File: src/rtl/fill_steer_pkg.sv
package fill_steer_pkg;
  typedef enum logic {
    POL_THRESH  = 1'b0,
    POL_HISTORY = 1'b1
  } policy_e;

  typedef enum logic {
    SRC_DISPATCH = 1'b0,
    SRC_WINDOW   = 1'b1
  } occ_src_e;
endpackage

File: src/rtl/fill_classifier.sv
module fill_classifier
  import fill_steer_pkg::*;
#(
  parameter int OCC_W = 7
) (
  input  policy_e          policy_i,
  input  occ_src_e         src_i,
  input  logic [OCC_W-1:0] thresh_i,
  input  logic [OCC_W-1:0] disp_occ_i,
  input  logic [OCC_W-1:0] win_occ_i,
  input  logic             vic_valid_i,
  input  logic [OCC_W-1:0] vic_hist_i,
  output logic [OCC_W-1:0] occ_o,
  output logic             to_main_o
);
  logic crit_thresh, crit_hist;

  assign occ_o       = (src_i == SRC_WINDOW) ? win_occ_i : disp_occ_i;
  assign crit_thresh = occ_o < thresh_i;
  // empty set always takes the fill; ties keep the resident line
  assign crit_hist   = !vic_valid_i || (occ_o < vic_hist_i);
  assign to_main_o   = (policy_i == POL_HISTORY) ? crit_hist : crit_thresh;
endmodule

File: src/rtl/main_tag_store.sv
module main_tag_store #(
  parameter int LINE_W = 27,
  parameter int SETS   = 64,
  parameter int OCC_W  = 7
) (
  input  logic              clk_i,
  input  logic              rst_ni,
  input  logic [LINE_W-1:0] rd_line_i,
  output logic              hit_o,
  input  logic [LINE_W-1:0] wr_line_i,
  output logic              vic_valid_o,
  output logic [OCC_W-1:0]  vic_hist_o,
  input  logic              wr_en_i,
  input  logic [OCC_W-1:0]  wr_hist_i
);
  localparam int IDX_W = $clog2(SETS);
  localparam int TAG_W = LINE_W - IDX_W;

  logic [SETS-1:0]  valid_q;
  logic [TAG_W-1:0] tag_q  [SETS];
  logic [OCC_W-1:0] hist_q [SETS];

  logic [IDX_W-1:0] rd_idx, wr_idx;
  logic [TAG_W-1:0] rd_tag, wr_tag;

  assign rd_idx = rd_line_i[IDX_W-1:0];
  assign rd_tag = rd_line_i[LINE_W-1:IDX_W];
  assign wr_idx = wr_line_i[IDX_W-1:0];
  assign wr_tag = wr_line_i[LINE_W-1:IDX_W];

  assign hit_o       = valid_q[rd_idx] && (tag_q[rd_idx] == rd_tag);
  assign vic_valid_o = valid_q[wr_idx];
  assign vic_hist_o  = hist_q[wr_idx];

  always_ff @(posedge clk_i or negedge rst_ni) begin
    if (!rst_ni) begin
      valid_q <= '0;
    end else if (wr_en_i) begin
      valid_q[wr_idx] <= 1'b1;
    end
  end

  always_ff @(posedge clk_i) begin
    if (wr_en_i) begin
      tag_q[wr_idx]  <= wr_tag;
      hist_q[wr_idx] <= wr_hist_i;
    end
  end
endmodule

File: src/rtl/penalty_buffer.sv
module penalty_buffer #(
  parameter int LINE_W      = 27,
  parameter int ENTRIES     = 16,
  parameter bit FULLY_ASSOC = 1'b1
) (
  input  logic              clk_i,
  input  logic              rst_ni,
  input  logic              lookup_valid_i,
  input  logic [LINE_W-1:0] lookup_line_i,
  output logic              hit_o,
  input  logic              fill_i,
  input  logic [LINE_W-1:0] fill_line_i
);
  localparam int IW = $clog2(ENTRIES);

  logic [ENTRIES-1:0] valid_q;
  logic [LINE_W-1:0]  line_q [ENTRIES];

  generate
    if (FULLY_ASSOC) begin : g_fa
      // age 0 = most recent; ages stay a permutation of 0..ENTRIES-1
      logic [IW-1:0]      age_q   [ENTRIES];
      logic [IW-1:0]      age_mid [ENTRIES];
      logic [IW-1:0]      age_nxt [ENTRIES];
      logic [ENTRIES-1:0] hit_vec;
      logic [IW-1:0]      hit_idx, vic_idx;
      logic               touch_hit;

      always_comb begin
        hit_idx = '0;
        for (int i = 0; i < ENTRIES; i++) begin
          hit_vec[i] = valid_q[i] && (line_q[i] == lookup_line_i);
          if (hit_vec[i]) hit_idx = IW'(i);
        end
      end

      assign hit_o     = |hit_vec;
      assign touch_hit = lookup_valid_i && hit_o;

      // hit refresh first, then victim pick and fill refresh on top
      always_comb begin
        for (int i = 0; i < ENTRIES; i++) begin
          age_mid[i] = age_q[i];
          if (touch_hit) begin
            if (IW'(i) == hit_idx)              age_mid[i] = '0;
            else if (age_q[i] < age_q[hit_idx]) age_mid[i] = age_q[i] + 1'b1;
          end
        end
        vic_idx = '0;
        for (int i = 0; i < ENTRIES; i++) begin
          if (age_mid[i] == IW'(ENTRIES - 1)) vic_idx = IW'(i);
        end
        for (int i = 0; i < ENTRIES; i++) begin
          age_nxt[i] = age_mid[i];
          if (fill_i) begin
            if (IW'(i) == vic_idx)                  age_nxt[i] = '0;
            else if (age_mid[i] < age_mid[vic_idx]) age_nxt[i] = age_mid[i] + 1'b1;
          end
        end
      end

      // unwritten entries start oldest, entry 0 first
      always_ff @(posedge clk_i or negedge rst_ni) begin
        if (!rst_ni) begin
          valid_q <= '0;
          for (int i = 0; i < ENTRIES; i++) age_q[i] <= IW'(ENTRIES - 1 - i);
        end else begin
          for (int i = 0; i < ENTRIES; i++) age_q[i] <= age_nxt[i];
          if (fill_i) valid_q[vic_idx] <= 1'b1;
        end
      end

      always_ff @(posedge clk_i) begin
        if (fill_i) line_q[vic_idx] <= fill_line_i;
      end
    end else begin : g_dm
      logic [IW-1:0] rd_idx, wr_idx;
      logic          unused_lookup;

      assign rd_idx        = lookup_line_i[IW-1:0];
      assign wr_idx        = fill_line_i[IW-1:0];
      assign hit_o         = valid_q[rd_idx] && (line_q[rd_idx] == lookup_line_i);
      assign unused_lookup = lookup_valid_i;

      always_ff @(posedge clk_i or negedge rst_ni) begin
        if (!rst_ni)     valid_q <= '0;
        else if (fill_i) valid_q[wr_idx] <= 1'b1;
      end

      always_ff @(posedge clk_i) begin
        if (fill_i) line_q[wr_idx] <= fill_line_i;
      end
    end
  endgenerate
endmodule

File: src/rtl/fill_steer_top.sv
module fill_steer_top
  import fill_steer_pkg::*;
#(
  parameter int LINE_W          = 27,
  parameter int MAIN_SETS       = 64,
  parameter int BUF_ENTRIES     = 16,
  parameter bit BUF_FULLY_ASSOC = 1'b1,
  parameter int OCC_W           = 7
) (
  input  logic              clk_i,
  input  logic              rst_ni,
  input  logic              policy_i,
  input  logic              occ_src_i,
  input  logic [OCC_W-1:0]  thresh_i,
  input  logic [OCC_W-1:0]  disp_occ_i,
  input  logic [OCC_W-1:0]  win_occ_i,
  input  logic              lookup_valid_i,
  input  logic [LINE_W-1:0] lookup_line_i,
  output logic              main_hit_o,
  output logic              buf_hit_o,
  input  logic              fill_valid_i,
  input  logic [LINE_W-1:0] fill_line_i,
  output logic              steer_valid_o,
  output logic              steer_main_o
);
  logic             main_hit_raw, buf_hit_raw;
  logic             vic_valid;
  logic [OCC_W-1:0] vic_hist;
  logic [OCC_W-1:0] occ_sel;
  logic             to_main;
  logic             main_wr, buf_wr;
  logic             steer_valid_q, steer_main_q;

  fill_classifier #(.OCC_W(OCC_W)) u_cls (
    .policy_i    (policy_e'(policy_i)),
    .src_i       (occ_src_e'(occ_src_i)),
    .thresh_i    (thresh_i),
    .disp_occ_i  (disp_occ_i),
    .win_occ_i   (win_occ_i),
    .vic_valid_i (vic_valid),
    .vic_hist_i  (vic_hist),
    .occ_o       (occ_sel),
    .to_main_o   (to_main)
  );

  assign main_wr = fill_valid_i && to_main;
  assign buf_wr  = fill_valid_i && !to_main;

  main_tag_store #(.LINE_W(LINE_W), .SETS(MAIN_SETS), .OCC_W(OCC_W)) u_main (
    .clk_i       (clk_i),
    .rst_ni      (rst_ni),
    .rd_line_i   (lookup_line_i),
    .hit_o       (main_hit_raw),
    .wr_line_i   (fill_line_i),
    .vic_valid_o (vic_valid),
    .vic_hist_o  (vic_hist),
    .wr_en_i     (main_wr),
    .wr_hist_i   (occ_sel)
  );

  penalty_buffer #(
    .LINE_W(LINE_W), .ENTRIES(BUF_ENTRIES), .FULLY_ASSOC(BUF_FULLY_ASSOC)
  ) u_buf (
    .clk_i          (clk_i),
    .rst_ni         (rst_ni),
    .lookup_valid_i (lookup_valid_i),
    .lookup_line_i  (lookup_line_i),
    .hit_o          (buf_hit_raw),
    .fill_i         (buf_wr),
    .fill_line_i    (fill_line_i)
  );

  assign main_hit_o = lookup_valid_i && main_hit_raw;
  assign buf_hit_o  = lookup_valid_i && buf_hit_raw;

  always_ff @(posedge clk_i or negedge rst_ni) begin
    if (!rst_ni) begin
      steer_valid_q <= 1'b0;
      steer_main_q  <= 1'b0;
    end else begin
      steer_valid_q <= fill_valid_i;
      steer_main_q  <= main_wr;
    end
  end

  assign steer_valid_o = steer_valid_q;
  assign steer_main_o  = steer_main_q;
endmodule

File: config.mk
export PLATFORM = sky130hd
export DESIGN_NAME = fill_steer_top
export DESIGN_NICKNAME = d
export VERILOG_FILES = /design/src/rtl/fill_steer_pkg.sv /design/src/rtl/fill_classifier.sv /design/src/rtl/main_tag_store.sv /design/src/rtl/penalty_buffer.sv /design/src/rtl/fill_steer_top.sv
export SDC_FILE = /design/constraint.sdc
export NUM_CORES = 2
export LEC_CHECK = 0
export ABC_AREA = 1
export BUFFER_PORTS_ARGS = -buffer_cell sky130_fd_sc_hd__clkbuf_2
export CAP_MARGIN = 20
export CORE_MARGIN = 2
export CORE_UTILIZATION = 57
export CTS_CLUSTER_DIAMETER = 60
export DETAILED_ROUTE_END_ITERATION = 8
export GPL_TIMING_DRIVEN = 0
export MAX_ROUTING_LAYER = met4
export PLACE_DENSITY_LB_ADDON = 0.08
export SYNTH_ARGS = -nofsm -noshare
export SYNTH_HDL_FRONTEND = slang
export SYNTH_SLANG_ARGS = --single-unit
File: constraint.sdc
create_clock -name clk_i -period 8.3 [get_ports clk_i]
set_input_delay 0.83 -clock clk_i [delete_from_list [all_inputs] [get_ports clk_i]]
set_output_delay 0.83 -clock clk_i [all_outputs]
set_load 0.01 [all_outputs]
==> summary.txt <==
GRT
  • First-pass GRT wire length: between 500 and 600 mm
  • Tot GR Track Use: between 40% and 50%
  • Initial antenna violation count: 16
  • Grt total ovfl: 0
  • Vias in the first global route: between 70000 and 80000
  • Largest net degree at the start of global routing: 76

Setup path
  • Most common cell on crit path: nand2_1
  • Worst EP required: slightly below 9 ns
  • Critical Path Source Type: input pin
  • Worst-path cell chain: clkbuf_4 > inv_1 > nor3_1 > clkdlybuf4s15_1 > clkbuf_1 > clkdlybuf4s15_1 > a22oi_1 > nand3_1 > nand2_1 > nand4_1 > nor2_1 > ha_1 > a21oi_1 > nand2_1 > nand4_1 > o211ai_1 > nand2_1 > o22ai_1 > nor2_1 > nand2_1 > clkbuf_1 > nor2_4 > buf_16 > buf_12
  • CP Max Fanout: 21
  • Crit. End Element: register
  • Worst EP arrival: around 9.1 ns
  • Setup Crit Path Kind: input pin to register
  • CP peak stage delay: a little under 0.8 ns
  • Slowest CP cell: clkdlybuf4s15_1

Status
  • Failing checks: negative setup slack
  • Status: finished with violations

Synth
  • Average size of a mapped cell: 12.12 µm²
  • Number of synthesized flops with an enable pin: between 2000 and 2500
  • Fraction of registers with async set/reset: slightly above 6%
  • Cells after Synth: roughly 8300
  • Synthesized cell area: roughly 0.10 mm²
  • Mapped Nets: approximately 8600
  • Yosys reg bits: about 2400
  • Warnings from Yosys: 0
  • Prevailing post-synth register cell: edfxtp_1
  • Post-synth cell types: 76
  • Sequential-to-total area share from yosys stat: between 60% and 70%

STA
  • Slew @ Worst Pin: 1.349 ns
  • Final setup vio count: 494
  • Fmax: roughly 120 MHz
  • Final setup margin: -0.2506 ns
  • Post-layout minimum cycle time: about 8.6 ns
  • Max-slew violations: 0
  • Layout Skew: about 0.067 ns
  • Relative slew margins: around 10%
  • RSZ-0062 raised after global routing: true
  • Period utilization: 103.0%
  • Hold Fails Final Rpt: 0

Clock tree
  • Clk slew on worst S/H paths: ~0.060 ns
  • CTS Root Cell: clkbuf_16
  • Clk_lat worst skew: 0.91 ns
  • Clock tree buffer depth: 3
  • H-tree Lvls: 4
  • TritonCTS buffer count: 236
  • TritonCTS clock tree: built
  • Clock sink count: between 2000 and 2500

Cells and area
  • Area grow syn2layout: 18.57%
  • Post-route cell area: around 0.12 mm²
  • Nets: between 9000 and 10000
  • Layout cells sized above 1: between 10% and 20%
  • Fin util: ~70%

Run
  • Max-cap violations: 0

Floorplanning
  • Die Span Y: 425.1 µm
  • Initial Utilization: 57.38%
  • I/O pins: 85
  • Core ar.: roughly 0.18 mm²
  • Die Wd: about 430 µm
  • Number of cell rows: roughly 150
  • Die area: 0.1807 mm²

Drt
  • DR iter-0 viols: between 15000 and 20000
  • Via density: between 6 and 7
  • Wire per inst: roughly 37 µm
  • ANT nets after route: 0
  • Final wirelength: around 420 mm
  • Via count of the routed design: 80050
  • DRC: 0
  • First drt pass iteration count: 9

Placement
  • RD Place Congestion: roughly 1.0
  • Port bufs: 64
  • Post-DP Area: 0.1091 mm²
  • Setup slack at placement: -4.288 ns
  • Hpwl dp: roughly 280 mm

Worst hold path
  • Hold Crit Class: input pin to register

Pwr
  • P_leak: between 0.04 and 0.05 µW
  • Power Dens Cells: ~270 mW/mm²
  • Max VDD drop: 0.3643 mV
## Yosys cell counts (53+ instances only)
master	count	area share, %
or2_2	66	0.41
a22oi_1	63	0.47
a221oi_1	85	0.74
o22ai_1	462	2.9
edfxtp_1	2224	66
o21ai_1	53	0.26
xnor2_1	57	0.49
nor2_1	1184	4.4
nand4_1	141	0.87
a21oi_1	89	0.44
a22o_1	75	0.65
nand3_1	140	0.69
nand2_1	978	3.6
o221ai_1	66	0.57
ha_1	140	1.7
clkbuf_1	364	1.4
dfrtp_1	114	2.8
inv_1	448	1.7
xor2_1	97	0.84
o21ai_0	992	4.9
## flip-flops by register name, indices dropped and copies added, names as in the netlist
register / flops
u_buf.g_fa.age_q: 64
u_main.tag_q: 1344
u_main.hist_q: 448
u_buf.valid_q: 16
steer_main_o: 1
u_main.valid_q: 64
steer_valid_o: 1
u_buf.line_q: 432
## final cells by class
| cell class | count | area, µm² |
|---|---|---|
| Buffer | 467 | 2231 |
| Clock buffer | 300 | 6337 |
| Sequential cell | 2370 | 70480 |
| Antenna cell | 34 | 85.08 |
| Fill cell | 12670 | 56290 |
| Multi-Input combinational cell | 5017 | 28740 |
| Timing Repair Buffer | 396 | 5798 |
| Clock inverter | 141 | 1336 |
| Inverter | 488 | 1892 |
| Tap cell | 2340 | 2928 |
## where the power goes
group / total [µW] / leakage (µW) / switching [µW] / internal (µW)
clock: 10800 / 0.00376 / 4720 / 6030
combinational: 8310 / 0.0163 / 5320 / 2990
sequential: 13900 / 0.0217 / 327 / 13500
## stage by stage
| step | cells | setup TNS [ns] | hold WS, ns | power [µW] |
|---|---|---|---|---|
| finish | 11550 | -59.11 | 0.1363 | 32930 |
| CTS | 11420 | 0 | 0.09156 | 31350 |
| detailed placement | 10930 | -2282.76 | 0.4485 | 20430 |
| global placement | 10750 | -9162.34 | 0.4451 | 20050 |
| global route | 11540 | -6.023 | 0.1114 | 33900 |
| floorplan | 8341 | 0 | 0.4224 | 18000 |
## metal layers
| layer | GRT usage [%] | share of wire [%] |
|---|---|---|
| met5 | - | 0 |
| met1 | 57.62 | 33 |
| met4 | 31.31 | 8.6 |
| met3 | 16.10 | 15 |
| met2 | 67.07 | 43 |
## cells by family (layout without fill, tap and decap cells)
kind of cell / after synthesis / count (layout) / share of synthesized area (%)
buf+inv: 956 / 1792 / 3.834
other cells: 0 / 34 / 0
xor+xnor: 154 / 154 / 1.335
simple gates: 2665 / 2667 / 11.08
compound gates: 2056 / 2056 / 12.28
fa+ha+maj: 140 / 140 / 1.733
flops: 2370 / 2370 / 69.74
## worst paths after layout
path,depth (start not counted),startpoint,end,slack (ns)
setup / recovery,24,fill_line_i[0],u_main.tag_q[20][2]$_DFFE_PP_,-0.25
hold / removal,1,fill_valid_i,steer_valid_o$_DFF_PN0_,0.14
setup reg to reg,64,u_buf.line_q[3][16]$_DFFE_PP_,u_buf.g_fa.age_q[0]$_DFF_PN0_,0.19
hold reg to reg,1,u_buf.valid_q[14]$_DFFE_PN0P_,u_buf.valid_q[14]$_DFFE_PN0P_,0.46
max in group asynchronous,3,rst_ni,u_buf.g_fa.age_q[28]$_DFF_PN1_,6.72
min in group asynchronous,2,rst_ni,u_buf.valid_q[6]$_DFFE_PN0P_,0.53
## timing repair
| action | CTS | global route |
|---|---|---|
| endpoints found under the hold margin | 6 | 0 |
| gates resized for setup | 142 | 273 |
| cloned | 1 | 2 |
| setup endpoints to repair | 679 | 1211 |
| setup buffers | 44 | 89 |
| hold buffers | 1 | 0 |
| pin swaps | 25 | 164 |
## worst max-delay path: cells and delay by family
kind,cells,cell delay [ns]
AOI/OAI and AO/OA,4,0.63
and+or+nand+nor,11,3.20
adders and majority gates,1,0.31
buffers and inverters,8,4.00
## cell usage in the layout, fill, tap and decap left out, types with 33 or more instances in the layout
cell       netlist  routed
xnor2_1         57      57
buf_4           22     145
nor2_4           5     104
o211ai_1        33      33
a22oi_1         63      63
nand3_1        140     122
xor2_1          97      97
edfxtp_1      2224    2224
dfrtp_1        114     114
clkbuf_2         0      47
or2_2           66      66
clkbuf_1       364     394
nand2_1        978     917
inv_2           32      56
buf_16           0      65
inv_1          448     412
nand2_2         21      65
o221ai_1        66      63
clkinv_2         1      52
o22ai_1        462     455
clkbuf_16        0     237
nor2_1        1184    1070
o21ai_1         53      52
o21ai_0        992     982
a21oi_1         89      71
diode_2          0      34
buf_12           0     112
clkbuf_4         0      33
ha_1           140     115
a22o_1          75      75
a221oi_1        85      80
buf_6           20      54
clkinv_1         5      51
nand4_1        141     141
Power figures use the tool's default switching activity.
